<file path="src/rtl/slope_ref_gen.sv">
module slope_ref_gen #(
  parameter int CODE_W     = 12,
  parameter int VOUT_W     = 12,
  parameter int FRAC_W     = 8,
  parameter int SLOPE_W    = 16,
  parameter int GAIN_W     = 8,
  parameter int GAIN_SHIFT = 4,
  parameter int OFFSET     = 2400
) (
  input  logic                     clk,
  input  logic                     rst_n,
  input  logic                     period_start,
  input  logic                     adapt_en,
  input  logic signed [CODE_W-1:0] ref_in,
  input  logic signed [VOUT_W-1:0] vout_in,
  input  logic [SLOPE_W-1:0]       const_slope,
  input  logic [GAIN_W-1:0]        gain,
  input  logic [SLOPE_W-1:0]       slope_max,
  output logic [CODE_W-1:0]        dac_code
);
  localparam int RAMP_W = CODE_W + FRAC_W + 1;
  localparam int PROD_W = VOUT_W + GAIN_W;
  localparam int CMP_W  = (PROD_W > SLOPE_W) ? PROD_W : SLOPE_W;
  localparam int SUM_W  = RAMP_W + 2;
  localparam logic signed [SUM_W-1:0] CODE_TOP = SUM_W'((1 << CODE_W) - 1);

  logic [CODE_W-1:0]  ref_q;
  logic [SLOPE_W-1:0] slope_q;
  logic [RAMP_W-1:0]  ramp_acc;

  logic [VOUT_W-1:0]  vout_mag;
  logic [PROD_W-1:0]  prod;
  logic [CMP_W-1:0]   scaled, cap;
  logic [SLOPE_W-1:0] adapt_slope, next_slope;
  logic [RAMP_W:0]    ramp_sum;
  logic [RAMP_W-1:0]  ramp_next;
  logic signed [SUM_W-1:0] diff;

  assign vout_mag    = vout_in[VOUT_W-1] ? VOUT_W'(-vout_in) : VOUT_W'(vout_in);
  assign prod        = PROD_W'(vout_mag) * PROD_W'(gain);
  assign scaled      = CMP_W'(prod >> GAIN_SHIFT);
  assign cap         = CMP_W'(slope_max);
  assign adapt_slope = (scaled > cap) ? slope_max : SLOPE_W'(scaled);
  assign next_slope  = adapt_en ? adapt_slope : const_slope;

  assign ramp_sum  = {1'b0, ramp_acc} + (RAMP_W+1)'(slope_q);
  assign ramp_next = ramp_sum[RAMP_W] ? {RAMP_W{1'b1}} : ramp_sum[RAMP_W-1:0];

  always_ff @(posedge clk) begin
    if (!rst_n) begin
      ref_q    <= '0;
      slope_q  <= '0;
      ramp_acc <= '0;
    end else if (period_start) begin
      ref_q    <= ref_in;
      slope_q  <= next_slope;
      ramp_acc <= '0;
    end else begin
      ramp_acc <= ramp_next;
    end
  end

  assign diff = SUM_W'(OFFSET)
              + {{(SUM_W-CODE_W){ref_q[CODE_W-1]}}, ref_q}
              - SUM_W'(ramp_acc >> FRAC_W);

  assign dac_code = (diff < 0) ? '0 : (diff > CODE_TOP) ? CODE_TOP[CODE_W-1:0] : CODE_W'(diff);

  p_code_falls_r3: assert property (@(posedge clk) disable iff (!rst_n)
    !period_start |=> dac_code <= $past(dac_code));

  p_slope_held_r4: assert property (@(posedge clk) disable iff (!rst_n)
    !period_start |=> $stable(slope_q));

  p_slope_cap_r6: assert property (@(posedge clk) disable iff (!rst_n)
    (period_start && adapt_en) |=> slope_q <= $past(slope_max));

  p_zero_flat_r7: assert property (@(posedge clk) disable iff (!rst_n)
    (period_start && adapt_en && vout_in == '0) |=> slope_q == '0);

  p_no_wrap_r9: assert property (@(posedge clk) disable iff (!rst_n)
    !period_start |=> ramp_acc >= $past(ramp_acc));
endmodule

</file>
<file path="config.mk">
export PLATFORM = sky130hd
export DESIGN_NAME = slope_ref_gen
export DESIGN_NICKNAME = d
export VERILOG_FILES = /design/src/rtl/slope_ref_gen.sv
export SDC_FILE = /design/constraint.sdc
export NUM_CORES = 1
export LEC_CHECK = 0
export CAP_MARGIN = 40
export CELL_PAD_IN_SITES_DETAIL_PLACEMENT = 0
export CELL_PAD_IN_SITES_GLOBAL_PLACEMENT = 1
export CORE_MARGIN = 2
export CORE_UTILIZATION = 30
export DETAILED_ROUTE_END_ITERATION = 16
export PLACE_DENSITY_LB_ADDON = 0.1
export SETUP_SLACK_MARGIN = 0.15
export SLEW_MARGIN = 10
export SYNTH_ARGS = -nofsm -noshare
export SYNTH_HDL_FRONTEND = slang
export SYNTH_SLANG_ARGS = --single-unit
</file>
<file path="constraint.sdc">
create_clock -name clk -period 10.4 [get_ports clk]
set_input_delay 1.04 -clock clk [delete_from_list [all_inputs] [get_ports clk]]
set_output_delay 1.04 -clock clk [all_outputs]
set_load 0.03 [all_outputs]
</file>
==> report_table.html, run 1 <==
<table>
<tr><th>Metric</th><th>Value</th></tr>
<tr><th colspan="2">Run status</th></tr>
<tr><td>Outcome</td><td>finished clean</td></tr>
<tr><th colspan="2">STA</th></tr>
<tr><td>Ratio of final minimum period to clock period</td><td>84.8%</td></tr>
<tr><td>Worst slew slack as a fraction of its limit</td><td>50.3%</td></tr>
<tr><td>Number of max-slew violations in the final report</td><td>0</td></tr>
<tr><td>Final setup viols</td><td>0</td></tr>
<tr><td>Min Tclk post-route</td><td>8.82 ns</td></tr>
<tr><td>Worst clock skew</td><td>0.00717 ns</td></tr>
<tr><td>Setup total negative slack</td><td>0 ns</td></tr>
<tr><td>Transition time at the pin with the least slew margin</td><td>0.743 ns</td></tr>
<tr><td>Worst slack on hold paths</td><td>0.519 ns</td></tr>
<tr><td>Maximum achievable frequency</td><td>0.113 GHz</td></tr>
<tr><td>Unrepaired setup endpoints after global routing</td><td>no</td></tr>
<tr><td>Hold violation total from the final report</td><td>0</td></tr>
<tr><td>Final worst slack</td><td>1.58 ns</td></tr>
<tr><th colspan="2">Floorplanning</th></tr>
<tr><td>Chip Width</td><td>159 um</td></tr>
<tr><td>Floorplan core area</td><td>0.0236 mm^2</td></tr>
<tr><td>Starting Density</td><td>30.7%</td></tr>
<tr><td>Number of placed I/O pins</td><td>80</td></tr>
<tr><td>Area of the die</td><td>0.0254 mm^2</td></tr>
<tr><td>Row count</td><td>56</td></tr>
<tr><td>Die Height</td><td>159 um</td></tr>
<tr><th colspan="2">Layout</th></tr>
<tr><td>Fill cell instance count of the final layout</td><td>2482</td></tr>
<tr><td>Number of nets in the layout</td><td>1146</td></tr>
<tr><td>Leading cell types in the layout, fill and taps excluded</td><td>123 x inv_1, 96 x ha_1, 79 x clkdlybuf4s50_1, 77 x nor2b_1, 72 x a21oi_1</td></tr>
<tr><td>Post-route core utilization</td><td>36.4%</td></tr>
<tr><td>Most common cell after layout, fill and taps aside</td><td>inv_1</td></tr>
<tr><td>Fraction of layout cells with a size suffix above 1</td><td>3.80%</td></tr>
<tr><td>Area growth from synthesis to final layout</td><td>18.6%</td></tr>
<tr><td>Antenna diode instance count</td><td>0</td></tr>
<tr><td>Post-layout instance count excluding filler cells</td><td>1240</td></tr>
<tr><td>Final design area excluding fillers</td><td>0.00860 mm^2</td></tr>
<tr><th colspan="2">Setup path</th></tr>
<tr><td>Count of buffering cells on the critical path with inverters included</td><td>4</td></tr>
<tr><td>Cell count along the critical path</td><td>28</td></tr>
<tr><td>Longest individual stage delay on the worst path</td><td>0.61 ns</td></tr>
<tr><td>Category of the worst setup path capture point</td><td>register</td></tr>
<tr><td>Critical Path Fanout Max</td><td>24</td></tr>
<tr><td>Largest delay contributor family on the critical path</td><td>adder cells</td></tr>
<tr><td>Arr. time, crit path</td><td>9.00 ns</td></tr>
<tr><td>Critical-path cell with the highest stage delay</td><td>xor2_1</td></tr>
<tr><td>Path type of the worst setup path</td><td>primary input to register</td></tr>
<tr><td>Category of the worst setup path launch point</td><td>primary input</td></tr>
<tr><td>Worst Path Required</td><td>10.58 ns</td></tr>
<tr><td>Cells on worst reg2reg path</td><td>11</td></tr>
<tr><td>Cell repeated most along the worst path</td><td>fa_1</td></tr>
<tr><th colspan="2">Clock network</th></tr>
<tr><td>Setup Fix Bufs, Post-CTS</td><td>0</td></tr>
<tr><td>TritonCTS Sinks</td><td>49</td></tr>
<tr><td># resized after CTS</td><td>0</td></tr>
<tr><td>H-tree lvl count</td><td>2</td></tr>
<tr><td>Clock transition at path regs</td><td>0.07 ns</td></tr>
<tr><td>Clock root buffer</td><td>clkbuf_16</td></tr>
<tr><td>Max Buffers Root-to-Sink</td><td>2</td></tr>
<tr><td>Clk_lat worst skew</td><td>0.31 ns</td></tr>
<tr><td>CTS tree</td><td>yes</td></tr>
<tr><td>Number of buffers added by the clock tree synthesis step</td><td>5</td></tr>
<tr><td>CTS hold repair buffers</td><td>0</td></tr>
<tr><th colspan="2">Place</th></tr>
<tr><td>Number of input and output port buffers inserted</td><td>79</td></tr>
<tr><td>Total cell area at the placement stage</td><td>0.00841 mm^2</td></tr>
<tr><td>Worst-case setup slack after placement</td><td>1.21 ns</td></tr>
<tr><td>Total half-perimeter wirelength after legalization and detailed placement</td><td>15700 um</td></tr>
<tr><td>Number of cells in the design after placement</td><td>1232</td></tr>
<tr><td>Placer Congestion</td><td>0.754</td></tr>
<tr><th colspan="2">GRT</th></tr>
<tr><td>Antenna violations before repair</td><td>0</td></tr>
<tr><td>Largest net degree at the start of global routing</td><td>33</td></tr>
<tr><td>Global route overflow</td><td>0</td></tr>
<tr><td>Vias in the first global route</td><td>5999</td></tr>
<tr><td>Total global routing track utilization</td><td>15.9%</td></tr>
<tr><td>First-pass GRT wire length</td><td>32500 um</td></tr>
<tr><th colspan="2">Logic synthesis</th></tr>
<tr><td>Proportion of netlist area held by the largest area contributor</td><td>17.1%</td></tr>
<tr><td>Sequential-to-total area share from yosys stat</td><td>13.5%</td></tr>
<tr><td>Cell type with the largest total area after synthesis</td><td>fa_1</td></tr>
<tr><td>Number of enable-type register cells in the synthesized netlist</td><td>0</td></tr>
<tr><td>Synthesized area per cell</td><td>8.49 um^2</td></tr>
<tr><td>Async set-reset flop share out of synthesis</td><td>0%</td></tr>
<tr><td>Main flop type after synthesis</td><td>dfxtp_1</td></tr>
<tr><td>Post-synthesis instance total</td><td>854</td></tr>
<tr><td>Count of synthesis-stage warnings from yosys</td><td>0</td></tr>
<tr><td>Flops &amp; latches, synth</td><td>49</td></tr>
<tr><td>Syn Std Cell Area</td><td>0.00725 mm^2</td></tr>
<tr><td>Net count after synthesis</td><td>1080</td></tr>
<tr><td>Number of unique standard cell types used by synthesis</td><td>64</td></tr>
<tr><td>Ranking of synthesized cells by area</td><td>fa_1 17%, ha_1 17%, dfxtp_1 14%, nor2b_1 6.6%, inv_1 6.4%</td></tr>
<tr><th colspan="2">Drt</th></tr>
<tr><td>Iter 0 DRT Violations</td><td>264</td></tr>
<tr><td>Final wirelength</td><td>19300 um</td></tr>
<tr><td>Antenna Nets Post-Route</td><td>0</td></tr>
<tr><td>Vias per cell</td><td>4.69</td></tr>
<tr><td>Final routed DRC violation total</td><td>0</td></tr>
<tr><td>Number of detailed-route iterations in the first pass</td><td>4</td></tr>
<tr><td>Via count</td><td>5817</td></tr>
<tr><td>Routed wire per std cell</td><td>15.5 um</td></tr>
<tr><th colspan="2">Min path</th></tr>
<tr><td>Class of the most critical hold timing path</td><td>register to register</td></tr>
<tr><td>WHS Path Cells</td><td>2</td></tr>
<tr><th colspan="2">Pwr</th></tr>
<tr><td>PnR Total Power</td><td>2.07 mW</td></tr>
<tr><td>Peak supply drop</td><td>101 uV</td></tr>
<tr><td>Total power density per cell area</td><td>241 mW/mm^2</td></tr>
<tr><td>Leak Pwr</td><td>3.97 nW</td></tr>
<tr><th colspan="2">Job</th></tr>
<tr><td>Max-capacitance violation count</td><td>0</td></tr>
</table>
[metal layers]
metal | track usage [%] | routed length [um] | vias to the layer above
met3 | 2.11 | 487 | 8
met5 | 0 | 0 | -
met1 | 22.0 | 9540 | 2746
met4 | 2.36 | 127 | 0
met2 | 27.1 | 9100 | 64
li1 | - | - | 2999
[final timing paths]
path	start	to	slack [ns]
worst max-delay path	vout_in[0]	slope_q[1]$_SDFFE_PN0P_	1.58
worst min-delay path	ref_q[8]$_SDFFE_PN0P_	ref_q[8]$_SDFFE_PN0P_	0.52
worst max register to register	slope_q[0]$_SDFFE_PN0P_	ramp_acc[18]$_SDFF_PP0_	7.47
worst min register to register	ref_q[8]$_SDFFE_PN0P_	ref_q[8]$_SDFFE_PN0P_	0.52
[worst register-to-register path: cells and delay by family (launching register included)]
| family | cells | cell delay, ns |
|---|---|---|
| DFF | 1 | 0.36 |
| AOI/OAI and AO/OA | 6 | 1.35 |
| and+or+nand+nor | 2 | 0.45 |
| adders and majority gates | 2 | 0.62 |
| buffers and inverters | 1 | 0.07 |
[cell usage after synthesis, types with 5 or more instances]
| master | instances |
|---|---|
| nand2_1 | 37 |
| a22o_1 | 8 |
| and2_1 | 30 |
| mux2i_1 | 23 |
| xor2_1 | 24 |
| nand3_1 | 12 |
| xnor2_1 | 23 |
| nand2b_1 | 11 |
| nor2_1 | 27 |
| dfxtp_1 | 49 |
| clkbuf_1 | 18 |
| buf_1 | 6 |
| o21a_1 | 19 |
| ha_1 | 96 |
| nand4_1 | 9 |
| o21ai_0 | 28 |
| a21oi_1 | 72 |
| nor2b_1 | 77 |
| a21o_1 | 13 |
| inv_1 | 123 |
| fa_1 | 62 |
| o221ai_1 | 5 |
| a31oi_1 | 7 |
[power breakdown]
part	total [mW]	switching, mW	internal [mW]
Combinational	1.61	0.934	0.676
Clock	0.220	0.0822	0.138
Sequential	0.241	0.0231	0.218
Total	2.07	1.04	1.03
[kinds of logic after synthesis]
group,Yosys count,share of synthesized area [%]
DFF,49,13.5
xor gates and xnor gates,47,5.68
adders and majority gates,158,33.7
buffers and inverters,153,8.18
AOI/OAI and AO/OA,194,17.4
and+or+nand+nor,225,17.5
muxes,28,3.99
[state kept, by name, indices dropped and copies added (netlist names)]
register  count
ref_q        12
slope_q      16
ramp_acc     21
[final cells by class]
cell class	count	area, um^2	share of cell area, %
clock inverter	3	65.1	0.757
sequential	49	981	11.4
inverter	123	462	5.37
tap	319	399	4.64
timing repair buffer	89	881	10.2
multi-input combinational	652	5680	66.1
clock buffer	5	125	1.46
Power figures use the tool's default switching activity.
==> run 2: changes to the inputs <==
clock period = 8.6 ns   (was 10.4 ns; I/O delays follow)
==> report_table.html, run 2 (synthesis results as in run 1) <==
<table>
<tr><th>Metric</th><th>Value</th></tr>
<tr><th colspan="2">STA</th></tr>
<tr><td>Final setup viols</td><td>0</td></tr>
<tr><td>Hold violation total from the final report</td><td>0</td></tr>
<tr><td>Worst clock skew</td><td>0.00491 ns</td></tr>
<tr><td>Maximum achievable frequency</td><td>0.125 GHz</td></tr>
<tr><td>Number of max-slew violations in the final report</td><td>0</td></tr>
<tr><td>Unrepaired setup endpoints after global routing</td><td>no</td></tr>
<tr><td>Worst slack on hold paths</td><td>0.517 ns</td></tr>
<tr><td>Ratio of final minimum period to clock period</td><td>92.8%</td></tr>
<tr><td>Setup total negative slack</td><td>0 ns</td></tr>
<tr><td>Min Tclk post-route</td><td>7.98 ns</td></tr>
<tr><td>Worst slew slack as a fraction of its limit</td><td>62.4%</td></tr>
<tr><td>Final worst slack</td><td>0.620 ns</td></tr>
<tr><td>Transition time at the pin with the least slew margin</td><td>0.563 ns</td></tr>
<tr><th colspan="2">Setup path</th></tr>
<tr><td>Cells on worst reg2reg path</td><td>11</td></tr>
<tr><td>Category of the worst setup path capture point</td><td>register</td></tr>
<tr><td>Critical Path Fanout Max</td><td>8</td></tr>
<tr><td>Category of the worst setup path launch point</td><td>primary input</td></tr>
<tr><td>Worst Path Required</td><td>8.77 ns</td></tr>
<tr><td>Path type of the worst setup path</td><td>primary input to register</td></tr>
<tr><td>Critical-path cell with the highest stage delay</td><td>or4_1</td></tr>
<tr><td>Arr. time, crit path</td><td>8.15 ns</td></tr>
<tr><td>Cell repeated most along the worst path</td><td>fa_1</td></tr>
<tr><td>Longest individual stage delay on the worst path</td><td>0.61 ns</td></tr>
<tr><th colspan="2">Floorplanning</th></tr>
<tr><td>Chip Width</td><td>159 um</td></tr>
<tr><td>Row count</td><td>56</td></tr>
<tr><td>Die Height</td><td>159 um</td></tr>
<tr><td>Number of placed I/O pins</td><td>80</td></tr>
<tr><td>Starting Density</td><td>30.7%</td></tr>
<tr><td>Area of the die</td><td>0.0254 mm^2</td></tr>
<tr><td>Floorplan core area</td><td>0.0236 mm^2</td></tr>
<tr><th colspan="2">GRT</th></tr>
<tr><td>Antenna violations before repair</td><td>0</td></tr>
<tr><td>Global route overflow</td><td>0</td></tr>
<tr><td>Total global routing track utilization</td><td>16.1%</td></tr>
<tr><td>Vias in the first global route</td><td>6245</td></tr>
<tr><td>Largest net degree at the start of global routing</td><td>33</td></tr>
<tr><td>First-pass GRT wire length</td><td>33200 um</td></tr>
<tr><th colspan="2">Pwr</th></tr>
<tr><td>Switching power as a share of total power</td><td>50.1%</td></tr>
<tr><td>Sequential share of power</td><td>11.6%</td></tr>
<tr><td>Clock Power Share</td><td>9.5%</td></tr>
<tr><td>Total power density per cell area</td><td>289 mW/mm^2</td></tr>
<tr><td>Share of power burned in combinational logic</td><td>78.9%</td></tr>
<tr><td>Leak Pwr</td><td>4.04 nW</td></tr>
<tr><td>Net Switching</td><td>1.26 mW</td></tr>
<tr><td>Total internal power</td><td>1.26 mW</td></tr>
<tr><td>Peak supply drop</td><td>151 uV</td></tr>
<tr><th colspan="2">Place</th></tr>
<tr><td>Number of input and output port buffers inserted</td><td>79</td></tr>
<tr><td>Placer Congestion</td><td>0.766</td></tr>
<tr><td>Number of cells in the design after placement</td><td>1244</td></tr>
<tr><td>Worst-case setup slack after placement</td><td>0.132 ns</td></tr>
<tr><td>Total half-perimeter wirelength after legalization and detailed placement</td><td>15900 um</td></tr>
<tr><th colspan="2">Clock network</th></tr>
<tr><td>H-tree lvl count</td><td>2</td></tr>
<tr><td>Clock transition at path regs</td><td>0.07 ns</td></tr>
<tr><td>Clk_lat worst skew</td><td>0.30 ns</td></tr>
<tr><td>CTS hold repair buffers</td><td>0</td></tr>
<tr><td>Clock root buffer</td><td>clkbuf_16</td></tr>
<tr><td>Max Buffers Root-to-Sink</td><td>2</td></tr>
<tr><td>Number of buffers added by the clock tree synthesis step</td><td>5</td></tr>
<tr><td>CTS tree</td><td>yes</td></tr>
<tr><td>TritonCTS Sinks</td><td>49</td></tr>
<tr><th colspan="2">Min path</th></tr>
<tr><td>WHS Path Cells</td><td>2</td></tr>
<tr><td>Class of the most critical hold timing path</td><td>register to register</td></tr>
<tr><th colspan="2">Layout</th></tr>
<tr><td>Most common cell after layout, fill and taps aside</td><td>inv_1</td></tr>
<tr><td>Area growth from synthesis to final layout</td><td>20.5%</td></tr>
<tr><td>Flip-flop count of the largest register, all copies and words added</td><td>21</td></tr>
<tr><td>Leading cell types in the layout, fill and taps excluded</td><td>123 x inv_1, 96 x ha_1, 79 x clkdlybuf4s50_1, 77 x nor2b_1, 72 x a21oi_1</td></tr>
<tr><td>Number of nets in the layout</td><td>1162</td></tr>
<tr><td>Antenna diode instance count</td><td>0</td></tr>
<tr><td>Fraction of layout cells with a size suffix above 1</td><td>5.87%</td></tr>
<tr><td>Top reg by flops</td><td>ramp_acc</td></tr>
<tr><td>Largest registers ranked by flip-flop count</td><td>ramp_acc (21), slope_q (16), ref_q (12)</td></tr>
<tr><td>Fill cell instance count of the final layout</td><td>2546</td></tr>
<tr><td>Post-layout instance count excluding filler cells</td><td>1256</td></tr>
<tr><th colspan="2">Drt</th></tr>
<tr><td>Final wirelength</td><td>19500 um</td></tr>
<tr><td>Via count</td><td>5950</td></tr>
<tr><td>Iter 0 DRT Violations</td><td>228</td></tr>
<tr><td>Antenna Nets Post-Route</td><td>0</td></tr>
<tr><td>Number of detailed-route iterations in the first pass</td><td>4</td></tr>
<tr><td>Routed wire per std cell</td><td>15.5 um</td></tr>
<tr><td>Vias per cell</td><td>4.74</td></tr>
<tr><td>Final routed DRC violation total</td><td>0</td></tr>
<tr><th colspan="2">Run status</th></tr>
<tr><td>Outcome</td><td>finished clean</td></tr>
<tr><th colspan="2">Job</th></tr>
<tr><td>Max-capacitance violation count</td><td>0</td></tr>
</table>
[run 2: worst paths after layout]
check	startpoint	end	slack (ns)
worst max-delay path	vout_in[4]	slope_q[1]$_SDFFE_PN0P_	0.62
worst min register to register	ref_q[6]$_SDFFE_PN0P_	ref_q[6]$_SDFFE_PN0P_	0.52
worst max register to register	slope_q[0]$_SDFFE_PN0P_	ramp_acc[18]$_SDFF_PP0_	5.70
worst min-delay path	ref_q[6]$_SDFFE_PN0P_	ref_q[6]$_SDFFE_PN0P_	0.52
[run 2: final cells by class]
cell class              instances  area (um^2)  share of cell area (%)
clock buffers                   7          143                    1.63
clock inverters                 1         30.0                   0.344
inverters                     123          462                    5.29
multi-input cells             652         5720                    65.5
flip-flops and latches         49          981                    11.2
well taps                     319          399                    4.57
repair buffers                105         1000                    11.5
[run 2: what timing repair did]
item	in CTS	in global routing
endpoints found under the setup margin	0	15
setup buffers	0	3
resized for setup	0	7
[run 2: through the flow]
stage | power, mW | area [um^2] | util (%)
floorplan | 1.74 | 7250 | -
global placement | 2.30 | 8460 | 35.8
detailed placement | 2.28 | 8500 | 36.0
CTS | 2.55 | 8670 | 36.7
global route | 2.86 | 8730 | 37.0
finish | 2.52 | 8730 | 37.0
[run 2: critical path: cells and delay by family]
family | cells | cell delay (ns)
buf+inv | 5 | 0.99
simple gates | 8 | 1.68
fa+ha+maj | 6 | 2.74
xor+xnor | 1 | 0.22
mux | 3 | 0.73
compound gates | 6 | 0.93
[run 2: power groups by stage]
| stage | logic (mW) | clock network, mW | registers, mW |
|---|---|---|---|
| after floorplan | 1.46 | 0 | 0.282 |
| after global placement | 2.00 | 0 | 0.298 |
| after detailed placement | 1.99 | 0 | 0.297 |
| after CTS | 2.00 | 0.251 | 0.293 |
| after global routing | 2.30 | 0.259 | 0.297 |
| final | 1.99 | 0.240 | 0.292 |
[run 2: routing by layer]
metal,track usage (%),share of wire [%]
met1,22.3,48
met2,27.5,48
met3,1.80,3.1
met4,2.73,0.73
met5,0,0
==> run 3: changes to the inputs <==
REMOVE_ABC_BUFFERS = 1   (was unset)
==> report_table.html, run 3 (synthesis results as in run 1) <==
<table>
<tr><th>Metric</th><th>Value</th></tr>
<tr><th colspan="2">Layout</th></tr>
<tr><td>Top reg by flops</td><td>ramp_acc</td></tr>
<tr><td>Flip-flop count of the largest register, all copies and words added</td><td>21</td></tr>
<tr><td>Largest registers ranked by flip-flop count</td><td>ramp_acc (21), slope_q (16), ref_q (12)</td></tr>
<tr><td>Sequential cell area in the final layout</td><td>981 um^2</td></tr>
<tr><td>Fraction of layout cells with a size suffix above 1</td><td>10.5%</td></tr>
<tr><td>Most common cell after layout, fill and taps aside</td><td>inv_1</td></tr>
<tr><td>Multi-input gate area in the final layout</td><td>0.00570 mm^2</td></tr>
<tr><td>Antenna diode instance count</td><td>0</td></tr>
<tr><td>Number of nets in the layout</td><td>1212</td></tr>
<tr><td>Leading cell types in the layout, fill and taps excluded</td><td>123 x inv_1, 96 x ha_1, 79 x clkdlybuf4s50_1, 77 x nor2b_1</td></tr>
<tr><td>Area growth from synthesis to final layout</td><td>26.0%</td></tr>
<tr><td>Fill cell instance count of the final layout</td><td>2470</td></tr>
<tr><th colspan="2">Clock network</th></tr>
<tr><td>H-tree lvl count</td><td>2</td></tr>
<tr><td>CTS tree</td><td>yes</td></tr>
<tr><td>Clk_lat worst skew</td><td>0.29 ns</td></tr>
<tr><td>TritonCTS Sinks</td><td>49</td></tr>
<tr><td>Clock transition at path regs</td><td>0.07 ns</td></tr>
<tr><td>Max Buffers Root-to-Sink</td><td>2</td></tr>
<tr><td>CTS hold repair buffers</td><td>0</td></tr>
<tr><td>Number of buffers added by the clock tree synthesis step</td><td>5</td></tr>
<tr><td>Clock root buffer</td><td>clkbuf_16</td></tr>
<tr><th colspan="2">Drt</th></tr>
<tr><td>Routed wire per std cell</td><td>15.0 um</td></tr>
<tr><td>Final routed DRC violation total</td><td>0</td></tr>
<tr><td>Iter 0 DRT Violations</td><td>221</td></tr>
<tr><td>Via count</td><td>6072</td></tr>
<tr><td>Antenna Nets Post-Route</td><td>0</td></tr>
<tr><td>Vias per cell</td><td>4.65</td></tr>
<tr><td>Final wirelength</td><td>19600 um</td></tr>
<tr><td>Number of detailed-route iterations in the first pass</td><td>4</td></tr>
<tr><th colspan="2">Place</th></tr>
<tr><td>Total half-perimeter wirelength after legalization and detailed placement</td><td>16600 um</td></tr>
<tr><td>Worst-case setup slack after placement</td><td>0.166 ns</td></tr>
<tr><td>Number of input and output port buffers inserted</td><td>79</td></tr>
<tr><td>Placer Congestion</td><td>0.779</td></tr>
<tr><th colspan="2">STA</th></tr>
<tr><td>Hold violation total from the final report</td><td>0</td></tr>
<tr><td>Setup total negative slack</td><td>0 ns</td></tr>
<tr><td>Ratio of final minimum period to clock period</td><td>93.4%</td></tr>
<tr><td>Worst slack on hold paths</td><td>0.520 ns</td></tr>
<tr><td>Transition time at the pin with the least slew margin</td><td>0.503 ns</td></tr>
<tr><td>Worst clock skew</td><td>0.00638 ns</td></tr>
<tr><td>Min Tclk post-route</td><td>8.03 ns</td></tr>
<tr><td>Maximum achievable frequency</td><td>0.125 GHz</td></tr>
<tr><td>Final worst slack</td><td>0.571 ns</td></tr>
<tr><td>Unrepaired setup endpoints after global routing</td><td>no</td></tr>
<tr><td>Number of max-slew violations in the final report</td><td>0</td></tr>
<tr><td>Worst slew slack as a fraction of its limit</td><td>66.3%</td></tr>
<tr><td>Final setup viols</td><td>0</td></tr>
<tr><th colspan="2">Setup path</th></tr>
<tr><td>Count of buffering cells on the critical path with inverters included</td><td>10</td></tr>
<tr><td>Path type of the worst setup path</td><td>primary input to register</td></tr>
<tr><td>Cell repeated most along the worst path</td><td>buf_4</td></tr>
<tr><td>Category of the worst setup path launch point</td><td>primary input</td></tr>
<tr><td>Category of the worst setup path capture point</td><td>register</td></tr>
<tr><td>Critical Path Fanout Max</td><td>6</td></tr>
<tr><td>Longest individual stage delay on the worst path</td><td>0.60 ns</td></tr>
<tr><td>Critical-path cell with the highest stage delay</td><td>or4_4</td></tr>
<tr><td>Worst Path Required</td><td>8.79 ns</td></tr>
<tr><td>Largest delay contributor family on the critical path</td><td>adder cells</td></tr>
<tr><td>Arr. time, crit path</td><td>8.21 ns</td></tr>
<tr><th colspan="2">GRT</th></tr>
<tr><td>Met2 usage in global routing</td><td>22.7%</td></tr>
<tr><td>Routing layer with the top usage in global route</td><td>met1</td></tr>
<tr><td>Total global routing track utilization</td><td>15.9%</td></tr>
<tr><td>First-pass GRT wire length</td><td>33000 um</td></tr>
<tr><td>Met3 capacity usage during global routing</td><td>1.43%</td></tr>
<tr><td>Global route overflow</td><td>0</td></tr>
<tr><td>Global routing met1 resource utilization</td><td>26.1%</td></tr>
<tr><td>Largest net degree at the start of global routing</td><td>33</td></tr>
<tr><td>Vias in the first global route</td><td>6181</td></tr>
<tr><td>Antenna violations before repair</td><td>0</td></tr>
<tr><th colspan="2">Min path</th></tr>
<tr><td>Class of the most critical hold timing path</td><td>register to register</td></tr>
<tr><th colspan="2">Floorplanning</th></tr>
<tr><td>Floorplan core area</td><td>0.0236 mm^2</td></tr>
<tr><td>Die Height</td><td>159 um</td></tr>
<tr><td>Area of the die</td><td>0.0254 mm^2</td></tr>
<tr><td>Chip Width</td><td>159 um</td></tr>
<tr><td>Number of placed I/O pins</td><td>80</td></tr>
<tr><td>Starting Density</td><td>30.7%</td></tr>
<tr><td>Row count</td><td>56</td></tr>
<tr><th colspan="2">Job</th></tr>
<tr><td>Max-capacitance violation count</td><td>0</td></tr>
<tr><th colspan="2">Pwr</th></tr>
<tr><td>Leak Pwr</td><td>4.30 nW</td></tr>
<tr><td>Total power density per cell area</td><td>311 mW/mm^2</td></tr>
<tr><td>PnR Total Power</td><td>2.84 mW</td></tr>
<tr><td>Peak supply drop</td><td>176 uV</td></tr>
<tr><th colspan="2">Run status</th></tr>
<tr><td>Outcome</td><td>finished clean</td></tr>
</table>
run 3: cell types whose count changed in the layout (fill, tap and decap cells not counted), sizes merged:
cell,previous run,this run
buf,26,75
bufinv,1,2
clkbuf,7,6
clkinv,0,1
run 3: power breakdown:
part,internal (mW),switching (mW),leakage (nW)
clock,0.166,0.0882,0.0938
combinational,1.09,1.20,3.80
sequential,0.264,0.0279,0.402
run 3: timing repair:
item	4_1_cts	5_1_grt
endpoints found under the setup margin	0	10
buffers inserted	0	5
gates resized for setup	0	4
run 3: final cells by class:
type	count	share of cell area, %
timing repair buffer	155	15.3
inverter	123	5.06
sequential	49	10.7
clock buffer	5	1.37
tap	319	4.37
clock inverter	3	0.713
multi-input combinational	652	62.4
run 3: final timing paths:
kind                      startpoint                      end  slack (ns)  cells past startpoint
max reg2reg  slope_q[0]$_SDFFE_PN0P_  ramp_acc[18]$_SDFF_PP0_        5.65                     11
min reg2reg    ref_q[8]$_SDFFE_PN0P_    ref_q[8]$_SDFFE_PN0P_        0.52                      2
max                       vout_in[0]  slope_q[4]$_SDFFE_PN0P_        0.57                     35
min            ref_q[8]$_SDFFE_PN0P_    ref_q[8]$_SDFFE_PN0P_        0.52                      2
run 3: per-layer routing:
layer	part of all wire (%)	wire [um]
met5	0	0
met4	0.41	80
met3	3.1	609
met2	40	7770
met1	57	11100
run 3: stage by stage:
| stage | std cells | utilization, % | cell area, um^2 |
|---|---|---|---|
| floorplan | 824 | - | 7120 |
| global placement | 1288 | 37.3 | 8810 |
| detailed placement | 1292 | 37.5 | 8860 |
| CTS | 1300 | 38.3 | 9050 |
| global route | 1306 | 38.7 | 9130 |
| finish | 1306 | 38.7 | 9130 |
run 3: worst min-delay path, delay by kind of cell, from the launching register on:
family | cells | cell delay [ns]
simple gates | 1 | 0.09
mux | 1 | 0.07
flops | 1 | 0.33
